<file path="src/rtl/cg_pkg.sv">
package cg_pkg;

  localparam int unsigned CG_NUM_MOD  = 11;
  localparam int unsigned CG_NUM_INIT = 3;

  localparam logic [7:0] CG_OFS_CTRL    = 8'h50;
  localparam logic [7:0] CG_OFS_STATUS  = 8'h54;
  localparam logic [7:0] CG_OFS_STANDBY = 8'h58;

  typedef enum logic [1:0] {
    HS_RUN      = 2'd0,
    HS_REQ_IDLE = 2'd1,
    HS_IDLE     = 2'd2,
    HS_WAKE     = 2'd3
  } hsState_t;

  // Per-module strobes from the handshake machines back to the datapath
  typedef struct packed {
    logic [CG_NUM_MOD-1:0] gateOn;   // clock enable
    logic [CG_NUM_MOD-1:0] reqOut;   // idle request
    logic [CG_NUM_MOD-1:0] clkRun;   // status: clock known to be running
  } gateStrobe_t;

endpackage

</file>
<file path="src/rtl/cg_sync.sv">
module cg_sync #(
  parameter int unsigned WIDTH  = 1,
  parameter int unsigned STAGES = 2
) (
  input  logic             clk,
  input  logic             rstN,
  input  logic [WIDTH-1:0] din,
  output logic [WIDTH-1:0] dout
);

  logic [WIDTH-1:0] stage [STAGES];

  always_ff @(posedge clk or negedge rstN) begin
    if (!rstN) begin
      for (int s = 0; s < STAGES; s++) stage[s] <= '0;
    end else begin
      stage[0] <= din;
      for (int s = 1; s < STAGES; s++) stage[s] <= stage[s-1];
    end
  end

  assign dout = stage[STAGES-1];

endmodule

</file>
<file path="src/rtl/cg_hs_fsm.sv">
module cg_hs_fsm
  import cg_pkg::*;
(
  input  logic clk,
  input  logic rstN,
  input  logic stopReq,
  input  logic ackSync,
  output logic clkEn,
  output logic idleReq,
  output logic clkRunning
);

  hsState_t state, stateNext;
  logic     wakeFirst;

  always_comb begin
    stateNext = state;
    unique case (state)
      HS_RUN:      if (stopReq) stateNext = HS_REQ_IDLE;
      HS_REQ_IDLE: begin
        if (!stopReq)     stateNext = HS_RUN;
        else if (ackSync) stateNext = HS_IDLE;
      end
      HS_IDLE:     if (!stopReq) stateNext = HS_WAKE;
      HS_WAKE:     if (!wakeFirst && !ackSync) stateNext = HS_RUN;
      default:     stateNext = HS_RUN;
    endcase
  end

  always_ff @(posedge clk or negedge rstN) begin
    if (!rstN) begin
      state     <= HS_RUN;
      wakeFirst <= 1'b0;
    end else begin
      state     <= stateNext;
      wakeFirst <= (state == HS_IDLE) && !stopReq;
    end
  end

  assign clkEn      = (state != HS_IDLE);
  assign idleReq    = (state == HS_REQ_IDLE) || (state == HS_IDLE) ||
                      ((state == HS_WAKE) && wakeFirst);
  assign clkRunning = (state == HS_RUN) || (state == HS_REQ_IDLE);

  // the clock only stops after an acknowledge seen while a stop was requested
  assert_stop_after_ack_R3: assert property (@(posedge clk) disable iff (!rstN)
    $fell(clkEn) |-> ($past(ackSync) && $past(stopReq)));

  // a stopped clock always has its idle request held
  assert_gated_holds_req_R4: assert property (@(posedge clk) disable iff (!rstN)
    !clkEn |-> idleReq);

  // the request never drops while the clock is still stopped
  assert_wake_order_R5: assert property (@(posedge clk) disable iff (!rstN)
    $fell(idleReq) |-> clkEn);

  // running status returns only once the acknowledge is low
  assert_status_after_ackdrop_R6: assert property (@(posedge clk) disable iff (!rstN)
    $rose(clkRunning) |-> !$past(ackSync));

  // a running status always means an enabled clock
  assert_run_has_clock_R7: assert property (@(posedge clk) disable iff (!rstN)
    clkRunning |-> clkEn);

endmodule

</file>
<file path="src/rtl/cg_ctrl.sv">
module cg_ctrl
  import cg_pkg::*;
(
  input  logic                  clk,
  input  logic                  rstN,
  input  logic [CG_NUM_MOD-1:0] stopBits,
  input  logic [CG_NUM_MOD-1:0] ackSync,
  output gateStrobe_t           strobes
);

  for (genvar m = 0; m < CG_NUM_MOD; m++) begin : g_mod
    cg_hs_fsm u_fsm (
      .clk        (clk),
      .rstN       (rstN),
      .stopReq    (stopBits[m]),
      .ackSync    (ackSync[m]),
      .clkEn      (strobes.gateOn[m]),
      .idleReq    (strobes.reqOut[m]),
      .clkRunning (strobes.clkRun[m])
    );
  end

endmodule

</file>
<file path="src/rtl/cg_regs.sv">
module cg_regs
  import cg_pkg::*;
#(
  parameter int unsigned ADDR_W = 8,
  parameter int unsigned DATA_W = 32
) (
  input  logic                   clk,
  input  logic                   rstN,
  input  logic                   regWrite,
  input  logic [ADDR_W-1:0]      regAddr,
  input  logic [DATA_W-1:0]      regWdata,
  output logic [DATA_W-1:0]      regRdata,
  input  logic [CG_NUM_MOD-1:0]  idleAck,
  input  logic [CG_NUM_INIT-1:0] standbyIn,
  input  gateStrobe_t            strobes,
  output logic [CG_NUM_MOD-1:0]  stopBits,
  output logic [CG_NUM_MOD-1:0]  ackSync
);

  localparam logic [ADDR_W-1:0] OfsCtrl    = ADDR_W'(CG_OFS_CTRL);
  localparam logic [ADDR_W-1:0] OfsStatus  = ADDR_W'(CG_OFS_STATUS);
  localparam logic [ADDR_W-1:0] OfsStandby = ADDR_W'(CG_OFS_STANDBY);

  logic [CG_NUM_MOD-1:0]  ctrlReg;
  logic [CG_NUM_INIT-1:0] standbySync;
  logic                   unusedWdataHi;

  assign unusedWdataHi = ^regWdata[DATA_W-1:CG_NUM_MOD];

  always_ff @(posedge clk or negedge rstN) begin
    if (!rstN)                              ctrlReg <= '0;
    else if (regWrite && regAddr == OfsCtrl) ctrlReg <= regWdata[CG_NUM_MOD-1:0];
  end

  cg_sync #(.WIDTH(CG_NUM_MOD), .STAGES(2)) u_ackSync (
    .clk(clk), .rstN(rstN), .din(idleAck), .dout(ackSync)
  );

  cg_sync #(.WIDTH(CG_NUM_INIT), .STAGES(2)) u_sbySync (
    .clk(clk), .rstN(rstN), .din(standbyIn), .dout(standbySync)
  );

  always_comb begin
    regRdata = '0;
    if (regAddr == OfsCtrl)         regRdata[CG_NUM_MOD-1:0]  = ctrlReg;
    else if (regAddr == OfsStatus)  regRdata[CG_NUM_MOD-1:0]  = strobes.clkRun;
    else if (regAddr == OfsStandby) regRdata[CG_NUM_INIT-1:0] = standbySync;
  end

  assign stopBits = ctrlReg;

  // bits above the module field never read as 1
  assert_upper_zero_R2: assert property (@(posedge clk) disable iff (!rstN)
    regRdata[DATA_W-1:CG_NUM_MOD] == '0);

  // the control word only moves on a write to its own offset
  assert_ctrl_write_only_R11: assert property (@(posedge clk) disable iff (!rstN)
    !$past(regWrite && regAddr == OfsCtrl) |-> $stable(ctrlReg));

endmodule

</file>
<file path="src/rtl/cg_clock_gate_ctrl.sv">
module cg_clock_gate_ctrl
  import cg_pkg::*;
#(
  parameter int unsigned ADDR_W = 8,
  parameter int unsigned DATA_W = 32
) (
  input  logic                   clk,
  input  logic                   rstN,
  input  logic                   regWrite,
  input  logic [ADDR_W-1:0]      regAddr,
  input  logic [DATA_W-1:0]      regWdata,
  output logic [DATA_W-1:0]      regRdata,
  input  logic [CG_NUM_MOD-1:0]  idleAck,
  input  logic [CG_NUM_INIT-1:0] standbyIn,
  output logic [CG_NUM_MOD-1:0]  idleReq,
  output logic [CG_NUM_MOD-1:0]  clkEn
);

  gateStrobe_t           strobes;
  logic [CG_NUM_MOD-1:0] stopBits;
  logic [CG_NUM_MOD-1:0] ackSync;

  cg_regs #(.ADDR_W(ADDR_W), .DATA_W(DATA_W)) u_regs (
    .clk       (clk),
    .rstN      (rstN),
    .regWrite  (regWrite),
    .regAddr   (regAddr),
    .regWdata  (regWdata),
    .regRdata  (regRdata),
    .idleAck   (idleAck),
    .standbyIn (standbyIn),
    .strobes   (strobes),
    .stopBits  (stopBits),
    .ackSync   (ackSync)
  );

  cg_ctrl u_ctrl (
    .clk      (clk),
    .rstN     (rstN),
    .stopBits (stopBits),
    .ackSync  (ackSync),
    .strobes  (strobes)
  );

  assign idleReq = strobes.reqOut;
  assign clkEn   = strobes.gateOn;

endmodule

</file>
<file path="config.mk">
export PLATFORM = sky130hd
export DESIGN_NAME = cg_clock_gate_ctrl
export DESIGN_NICKNAME = d
export VERILOG_FILES = /design/src/rtl/cg_pkg.sv /design/src/rtl/cg_sync.sv /design/src/rtl/cg_hs_fsm.sv /design/src/rtl/cg_ctrl.sv /design/src/rtl/cg_regs.sv /design/src/rtl/cg_clock_gate_ctrl.sv
export SDC_FILE = /design/constraint.sdc
export NUM_CORES = 1
export LEC_CHECK = 0
export ABC_AREA = 1
export ABC_CLOCK_PERIOD_IN_PS = 2100
export BUFFER_PORTS_ARGS = -buffer_cell sky130_fd_sc_hd__buf_4
export CORE_MARGIN = 2
export CORE_UTILIZATION = 40
export CTS_BUF_LIST = sky130_fd_sc_hd__clkbuf_4
export DETAILED_ROUTE_END_ITERATION = 12
export GPL_TIMING_DRIVEN = 0
export HOLD_SLACK_MARGIN = 0.08
export RECOVER_POWER = 25
export SLEW_MARGIN = 20
export SYNTH_ARGS = -nofsm -noshare
export SYNTH_HDL_FRONTEND = slang
export SYNTH_SLANG_ARGS = --single-unit
</file>
<file path="constraint.sdc">
create_clock -name clk -period 2.1 [get_ports clk]
set_clock_uncertainty 0.15 [all_clocks]
set_input_delay 0.315 -clock clk [delete_from_list [all_inputs] [get_ports clk]]
set_output_delay 0.315 -clock clk [all_outputs]
set_load 0.02 [all_outputs]
</file>
# [Word-level counts from Yosys, hierarchy flattened]
# Index checks and enable logic that the tools add are counted.
[totals] register_bits=72 in_bits=57
[op_classes] eq_ne=91 mux=70 reduce_logical=122
[ops] operator="2-bit 2-to-1 mux" count=55
[ops] operator="2-bit inequality test (second input constant)" count=44
[ops] operator="2-bit one-hot mux with 4 select lines" count=11
[ops] operator="2-bit == test (second input constant)" count=22
[ops] operator="4-bit AND reduction" count=11
[ops] operator="1-bit logical AND" count=34
[ops] operator="1-bit zero test" count=33
[ops] operator="1-bit logical OR" count=33
[ops] operator="3-bit inequality test (second input constant)" count=11
[ops] operator="8-bit by 7-bit == test with 1-bit output (second input constant)" count=3
[ops] operator="2-bit by 1-bit == test with 1-bit output (second input constant)" count=11
[ops] operator="2-bit zero test" count=11
[ops] operator="11-bit 2-to-1 mux" count=1
[ops] operator="8-bit 2-to-1 mux" count=1
[ops] operator="3-bit 2-to-1 mux" count=2

# [Logic depth before layout (Yosys ltp)]
# Gate-level depths: netlist (run 1).
[depth] ltp_word=4 depth_mapped=8 depth_no_buf=8

# [By module]
# From an unflattened synthesis (run 1), not the netlist that was laid out.
[hier_totals] hier_cells=559 hier_area_um2=4476.8
[modules_own_cells] module="cg_hs_fsm" n_inst=11 cells_per_inst=36 area_per_inst_um2=257.7 seq_area_each_um2=75.1
[modules_own_cells] module="cg_regs" n_inst=1 cells_per_inst=121 area_per_inst_um2=835.8 seq_area_each_um2=275.3
[modules_own_cells] module="cg_sync at u_regs.u_ackSync" n_inst=1 cells_per_inst=33 area_per_inst_um2=633.1 seq_area_each_um2=550.5
[modules_own_cells] module="cg_sync at u_regs.u_sbySync" n_inst=1 cells_per_inst=9 area_per_inst_um2=172.7 seq_area_each_um2=150.1

# [Worst setup path before layout (run 1)]
# Ideal clock, no wire load.
[synth_timing] path_type="reg2out" start="register u_ctrl.g_mod[1].u_fsm.state[0]" end="output port regRdata[1]" arrival_ps=1228 required_ps=1635 setup_slack_ps=407 stages_incl_launch_ff=6 path_buffers=0 path_cell_list="dfrtp_1 inv_1 ha_1 or2_2 nand3_1 nand3_1"
[synth_between] elab_chain_len=4 elab_cells_between_ends=5 classes_between="eq/ne (1); mux (2); reduce/logical (2)"
[synth_lines] item="start: declaration" line="cg_hs_fsm.sv:13" source="hsState_t state, stateNext;"
[synth_lines] item="start signal: assignment" line="cg_hs_fsm.sv:35" source="state <= stateNext;"
[synth_lines] item="2-bit by 1-bit == test with 1-bit output / 2-bit zero test (equally long branches)" line="cg_hs_fsm.sv:43" source="assign clkRunning = (state == HS_RUN) || (state == HS_REQ_IDLE);"
[synth_lines] item="1-bit logical OR *" line="cg_hs_fsm.sv:43"
[synth_lines] item="3-bit 2-to-1 mux *" line="cg_regs.sv:46" source="else if (regAddr == OfsStatus) regRdata[CG_NUM_MOD-1:0] = strobes.clkRun;"
[synth_lines] item="11-bit 2-to-1 mux *" line="cg_regs.sv:45" source="if (regAddr == OfsCtrl) regRdata[CG_NUM_MOD-1:0] = ctrlReg;"
[synth_lines] item="end: declaration" line="cg_clock_gate_ctrl.sv:12" source="output logic [DATA_W-1:0] regRdata,"
# Mark *: on every way between the ends. The rest lies on a longest branch, timed or not.

# [Worst setup path in the final report (run 1)]
[layout_timing] start="register u_ctrl.g_mod[1].u_fsm.state[0]" end="output port idleReq[1]"
[layout_between] elab_chain_len=3 elab_cells_between_ends=6 classes_between="eq/ne (3); reduce/logical (3)"
[layout_lines] item="2-bit by 1-bit == test with 1-bit output (tied with other cells)" line="cg_hs_fsm.sv:41" source="assign idleReq = (state == HS_REQ_IDLE) || (state == HS_IDLE) ||"
[layout_lines] item="1-bit logical OR / 1-bit logical AND (equally long branches)" line="cg_hs_fsm.sv:41, cg_hs_fsm.sv:42"
[layout_lines] item="1-bit logical OR *" line="cg_hs_fsm.sv:41"
[layout_lines] item="end: declaration" line="cg_clock_gate_ctrl.sv:15" source="output logic [CG_NUM_MOD-1:0] idleReq,"
# Marked as above.

==> results of run 1 <==
==> worst max path at each step <==
stage / startpoint / endpoint / slack, ns / cells past startpoint
floorplan: u_ctrl.g_mod[1].u_fsm.state[0]$_DFFE_PN0P_ / regRdata[1] / 0.41 / 5
global placement: regAddr[7] / regRdata[8] / 0.18 / 8
detailed placement: regAddr[7] / regRdata[8] / 0.21 / 8
CTS: u_ctrl.g_mod[1].u_fsm.state[0]$_DFFE_PN0P_ / regRdata[1] / -0.01 / 5
global route: u_ctrl.g_mod[1].u_fsm.state[0]$_DFFE_PN0P_ / regRdata[1] / -0.06 / 6
finish: u_ctrl.g_mod[1].u_fsm.state[0]$_DFFE_PN0P_ / idleReq[1] / 0.01 / 7
==> cells in the final DEF, fill, tap and decap left out, types with 3 or more instances in the layout <==
cell,instances
nand2_1,160
buf_4,119
dfrtp_1,66
inv_1,60
nor2_1,54
nand3_1,31
dlygate4sd3_1,28
clkbuf_4,25
ha_1,24
conb_1,21
inv_2,20
buf_6,17
ha_2,14
ha_4,13
o21ai_0,11
nand4_1,11
nand2_2,8
o21ai_1,7
nand3_2,6
dfrtp_2,6
clkinv_2,4
nor2_4,3
or2_4,3
==> cells in the mapped netlist, drive strengths merged <==
| cell type | instances |
|---|---|
| dfrtp | 72 |
| nand2 | 168 |
| or2 | 3 |
| nand3 | 37 |
| o21ai | 19 |
| ha | 51 |
| nand4 | 11 |
| conb | 1 |
| buf | 47 |
| nor2 | 59 |
| inv | 82 |
==> through the flow <==
stage          hold slack, ns  cells  utilization [%]  instance area [µm²]
3_3_place_gp            0.181    778             47.7                 5120
3_5_place_dp            0.185    778             47.7                 5120
2_1_floorplan          -0.131    570                -                 4440
4_1_cts                 0.114    846             53.9                 5790
5_1_grt                 0.149    859             56.8                 6100
6_report                0.146    859             56.8                 6100
==> layout make-up <==
| cell class | count | share of cell area (%) |
|---|---|---|
| buffer | 46 | 5.72 |
| clock buffer | 11 | 1.35 |
| tap | 140 | 2.87 |
| multi-input combinational | 369 | 36.4 |
| timing repair buffer | 134 | 18.5 |
| sequential | 72 | 29.6 |
| clock inverter | 5 | 0.389 |
| inverter | 82 | 5.12 |
==> power by group through the flow <==
| stage | registers (mW) | logic [mW] | clock network [mW] |
|---|---|---|---|
| 6_report | 1.79 | 2.74 | 0.758 |
| 5_1_grt | 1.82 | 3.10 | 0.851 |
| 4_1_cts | 1.77 | 2.36 | 0.790 |
| 3_5_place_dp | 1.84 | 1.89 | 0 |
| 3_3_place_gp | 1.83 | 1.84 | 0 |
| 2_1_floorplan | 1.78 | 1.41 | 0 |
==> per-layer routing <==
metal / global-route usage (%) / wire length [µm]
met5: 0 / 0
met4: 6.32 / 134
met3: 3.44 / 388
met2: 29.2 / 4860
met1: 19.6 / 4080
==> tightest hold or removal path: stages <==
cell and delay (ns):
buf_4 0.10, buf_6 0.15, nand3_1 0.08, nand2_1 0.05
==> repair_timing <==
item	CTS	global route
hold buffers	28	0
setup buffers	24	14
pin swaps	2	14
endpoints found under the setup margin	14	21
hold endpoints to repair	97	0
gates resized for setup	36	60
==> cells by family after synthesis <==
family | after synthesis | share of synthesized area [%]
AO/OA/AOI/OAI | 19 | 2.18
adder cells (fa/ha/maj) | 51 | 14.6
other | 1 | 0.0860
AND/OR/NAND/NOR | 278 | 26.4
flip-flops | 72 | 41.3
buffers and inverters | 129 | 15.4
==> summary.txt, run 1 <==
STA
  – Final Hold Fails: 0
  – Clock period minus worst slack: 2.09 ns
  – Final WS setup: 0.0104 ns
  – Slew Limit Fails: 0
  – Final setup vio count: 0
  – Worst-Margin Slew: 0.936 ns
  – F_max: 479 MHz
  – Slew HR: 37.6%
  – RSZ-0062 raised after global routing: yes
  – Final worst path period share: 99.5%
  – Setup TNS: 0 ns

Logic synthesis
  – Ys Warns: 0
  – Mean Syn Cell Area: 7.93 µm²
  – Register area share after synthesis: 41.3%
  – Post-Syn Instances: 550
  – Netlist cell types: 18
  – Mapped cell area: 4360 µm²
  – Synth area leaders: dfrtp_1 (41%), ha_1 (15%), nand2_1 (14%), buf_4 (7.6%), inv_1 (7.0%)
  – Yosys reg bits: 72
  – Post-synth top area share: 41.3%
  – Yosys top cell by area: dfrtp_1

Worst setup path
  – R2r setup slk: 0.47 ns
  – CP endpoint kind: output pin
  – Register-to-Register Path Depth: 9
  – Worst Path Required: 1.63 ns
  – Worst Setup Start Kind: flop
  – CP max stage delay: 0.42 ns
  – Slowest CP cell: dfrtp_1
  – Reg2reg end: u_ctrl.g_mod[0].u_fsm.state[0]$_DFFE_PN0P_
  – CP Buf/Inv Count: 5
  – Worst path cell trace: inv_2, buf_6, ha_4, inv_1, nand2_1, buf_4, buf_6
  – Critical path class: reg -> out
  – R2R Path Start: u_ctrl.g_mod[0].u_fsm.state[0]$_DFFE_PN0P_
  – Critical path's top delay family: buffers and inverters
  – Crit path DAT: 1.62 ns
  – CP Max Fanout: 3
  – Most frequent cell on the critical path: buf_6

Detailed routing
  – Final WL: 9.46 mm
  – Vias: 3715
  – Routed Antenna Nets: 0
  – Routed length per instance: 11.0 µm
  – DRC violations left: 0
  – Violation count after the first detailed-route iteration: 123
  – First-pass detailed-route iteration total: 4
  – Vias/cell: 4.32

Finish
  – Sequential cell area: 1810 µm²
  – Area grow syn2layout: 39.9%
  – Share of layout cells above drive strength 1: 33.8%
  – Fillers: 992
  – N_diodes: 0
  – Nets: 822
  – Area of the multi-input gates: 2220 µm²

Place
  – Detailed-placement wirelength estimate: 6.17 mm
  – Buffers on Ports: 68
  – GPL Wtd Cong: 0.809
  – Setup Slack @ Placement: 0.206 ns

Pwr
  – Clock Power Share: 14.3%
  – Pwr dens: 866 nW/µm²
  – Sw frac: 39.1%
  – Comb power frac: 51.8%
  – Internal: 3.22 mW
  – Max IR drop VDD: 0.415 mV
  – P_sw: 2.06 mW
  – P_leak: 3.34 nW
  – Sequential share of power: 33.8%
  – Design Power: 5.29 mW

Status
  – Status: finished, final reports clean

Die
  – Initial core utilization: 40.6%
  – Die Ht: 108 µm
  – Cell row count: 38
  – Die area: 11800 µm²
  – Core Area: 10700 µm²
  – Die Wd: 108 µm
  – I/O pin count: 111

Min path
  – WHS Endpoint: u_regs.stopBits[5]$_DFFE_PN0P_
  – Min-Delay Path Class: in -> reg
  – Min-delay src: regWrite
  – Worst Hold Depth: 4

Global routing
  – First-pass GRT wire length: 15.2 mm
  – Number of global-route vias before repair: 3548
  – Pin count of the biggest net entering global routing: 73
  – Congestion Overflow GR: 0
  – Initial antenna violation count: 0
  – GRT Util Overall: 16.5%

Clock network
  – CTS buffer count: 9
  – Htree depth: 3
  – Clock transition at path regs: 0.13 ns
  – Worst skew pair latency: 0.43 ns
  – CTS tree: yes
  – Max Buffers Root-to-Sink: 2
  – Sink Count: 72
  – Clock Root Buffer: clkbuf_4

Run
  – Max-cap violations: 0
No activity file was read; power rests on OpenSTA's default activity.
==> inputs of run 2 (changes only) <==
--- a/config.mk
+++ b/config.mk
@@ -7,7 +7,7 @@
 export LEC_CHECK = 0
 export ABC_AREA = 1
 export ABC_CLOCK_PERIOD_IN_PS = 2100
-export BUFFER_PORTS_ARGS = -buffer_cell sky130_fd_sc_hd__buf_4
+export BUFFER_PORTS_ARGS = -buffer_cell sky130_fd_sc_hd__buf_2
 export CORE_MARGIN = 2
 export CORE_UTILIZATION = 40
 export CTS_BUF_LIST = sky130_fd_sc_hd__clkbuf_4
==> summary.txt, run 2 (synthesis results as in run 1) <==
Worst setup path
  – Worst path cell trace: inv_2, buf_6, ha_4, inv_2, nand2_1, buf_4, buf_6
  – Register-to-Register Path Depth: 8 (-1)
  – Worst Path Required: 1.63 ns (about the same)
  – R2r setup slk: 0.47 ns (about the same)
  – CP max stage delay: 0.44 ns (+0.02 ns)
  – CP endpoint kind: output pin
  – CP Max Fanout: 3 (unchanged)
  – Slowest CP cell: dfrtp_1
  – Crit path DAT: 1.61 ns (about the same)
  – Worst Setup Start Kind: flop
  – Critical path class: reg -> out

Finish
  – Fillers: 976 (-1.6%)
  – N_diodes: 0 (unchanged)
  – Most common cell after layout, fill and taps aside: nand2_1
  – Commonest non-fill, non-tap cells in the layout: nand2_1 (163), buf_4 (83), dfrtp_1 (68)
  – Area grow syn2layout: 35.2%
  – Core Util, Final: 54.9% (-1.9 points)
  – Share of layout cells above drive strength 1: 33.0% (-0.79 points)
  – Nets: 816 (-0.73%)

Die
  – Die Ht: 108 µm (unchanged)
  – Initial core utilization: 40.6% (unchanged)
  – Die Wd: 108 µm (unchanged)
  – Cell row count: 38 (unchanged)
  – Core Area: 10700 µm² (unchanged)
  – Die area: 11800 µm² (unchanged)
  – I/O pin count: 111 (unchanged)

Place
  – GPL Wtd Cong: 0.804 (-0.68%)
  – Detailed-placement wirelength estimate: 6.16 mm (-0.12%)
  – Buffers on Ports: 68 (unchanged)

STA
  – Final setup vio count: 0 (unchanged)
  – Slew HR: 20.0% (-18 points)
  – Slew Limit Fails: 0 (unchanged)
  – Clock period minus worst slack: 2.08 ns (-0.0135 ns)
  – Final Hold Fails: 0 (unchanged)
  – F_max: 482 MHz (+0.65%)
  – Worst-Margin Slew: 1.20 ns (+0.264 ns)
  – RSZ-0062 raised after global routing: yes
  – Final worst path period share: 98.9% (-0.64 points)

Pwr
  – Pwr dens: 865 nW/µm² (-0.13%)
  – Design Power: 5.10 mW (-3.5%)
  – P_leak: 3.26 nW (-2.4%)
  – Max IR drop VDD: 0.326 mV (-21%)

Min path
  – Worst Hold Depth: 4 (unchanged)
  – Min-Delay Path Class: in -> reg

Global routing
  – Initial antenna violation count: 0 (unchanged)
  – First-pass GRT wire length: 15.2 mm (unchanged)
  – Pin count of the biggest net entering global routing: 53 (-27%)
  – Number of global-route vias before repair: 3515 (-0.93%)
  – GRT Util Overall: 16.4% (-0.13 points)
  – Congestion Overflow GR: 0 (unchanged)

Detailed routing
  – Routed Antenna Nets: 0 (unchanged)
  – Final WL: 9.22 mm (-2.6%)
  – Vias/cell: 4.32 (-0.10%)
  – Vias: 3681 (-0.92%)
  – First-pass detailed-route iteration total: 4 (unchanged)
  – Violation count after the first detailed-route iteration: 150 (+22%)
  – DRC violations left: 0 (unchanged)
  – Routed length per instance: 10.8 µm (-1.8%)

Clock network
  – Clock transition at path regs: 0.12 ns (about the same)
  – Htree depth: 3 (unchanged)
  – Worst skew pair latency: 0.41 ns (-0.02 ns)
  – CTS buffer count: 9 (unchanged)
  – Clock Root Buffer: clkbuf_4
  – CTS tree: yes
  – Sink Count: 72 (unchanged)
  – Max Buffers Root-to-Sink: 2 (unchanged)

Run
  – Max-cap violations: 0 (unchanged)

Status
  – Status: finished, final reports clean
-- run 2: path summary, 6_finish.rpt --
check,start,endpoint
worst min-delay path,regWrite,u_regs.stopBits[3]$_DFFE_PN0P_
worst max-delay path,u_ctrl.g_mod[1].u_fsm.state[0]$_DFFE_PN0P_,idleReq[1]
max in group asynchronous,rstN,u_ctrl.g_mod[2].u_fsm.state[0]$_DFFE_PN0P_
worst min register to register,u_regs.u_ackSync.stage[15]$_DFF_PN0_,u_regs.u_ackSync.dout[4]$_DFF_PN0_
min in group asynchronous,rstN,u_ctrl.g_mod[0].u_fsm.state[0]$_DFFE_PN0P_
worst max register to register,u_ctrl.g_mod[1].u_fsm.state[0]$_DFFE_PN0P_,u_ctrl.g_mod[1].u_fsm.state[0]$_DFFE_PN0P_
-- run 2: power by group --
| group | total, mW | internal, mW | switching (mW) |
|---|---|---|---|
| sequential | 1.77 | 1.58 | 0.192 |
| combinational | 2.61 | 1.28 | 1.33 |
| clock | 0.716 | 0.239 | 0.477 |
| total | 5.10 | 3.10 | 2.00 |
-- run 2: layout make-up --
class,instances,area [µm²],share of cell area (%)
Multi-Input combinational cell,369,2200,37.3
Sequential cell,72,1810,30.6
Timing Repair Buffer,127,946,16.0
Buffer,47,364,6.17
Inverter,82,308,5.22
Tap cell,140,175,2.97
Clock buffer,10,75.1,1.27
Clock inverter,5,25.0,0.424
-- run 2: timing repair --
action	in CTS	in global routing
endpoints found under the hold margin	97	0
buffers inserted	18	13
hold buffers	27	0
setup endpoints to repair	14	23
gates resized for setup	33	66
pin swaps	3	12
-- run 2: stage by stage --
step | setup TNS, ns | cell area [µm²] | hold WS [ns] | instances | setup WS, ns
2_1_floorplan | 0 | 4440 | -0.131 | 570 | 0.407
3_3_place_gp | 0 | 4950 | 0.182 | 778 | 0.0379
3_5_place_dp | 0 | 4980 | 0.0744 | 779 | 0.172
4_1_cts | -0.0501 | 5590 | 0.0955 | 839 | -0.0491
5_1_grt | -0.282 | 5900 | 0.119 | 852 | -0.0656
6_report | 0 | 5900 | 0.142 | 852 | 0.0239
-- run 2: metal layers --
layer	track usage (%)	vias to the layer above	wire length, µm
met3	3.56	15	382
met4	6.87	0	183
li1	-	1925	-
met1	18.9	1670	3900
met5	0	-	0
met2	29.2	71	4750
-- run 2: critical path: cells and delay by family (launching register included) --
| family | cells | cell delay, ns |
|---|---|---|
| buf+inv | 5 | 0.50 |
| simple gates | 1 | 0.04 |
| fa+ha+maj | 1 | 0.22 |
| flops | 1 | 0.44 |
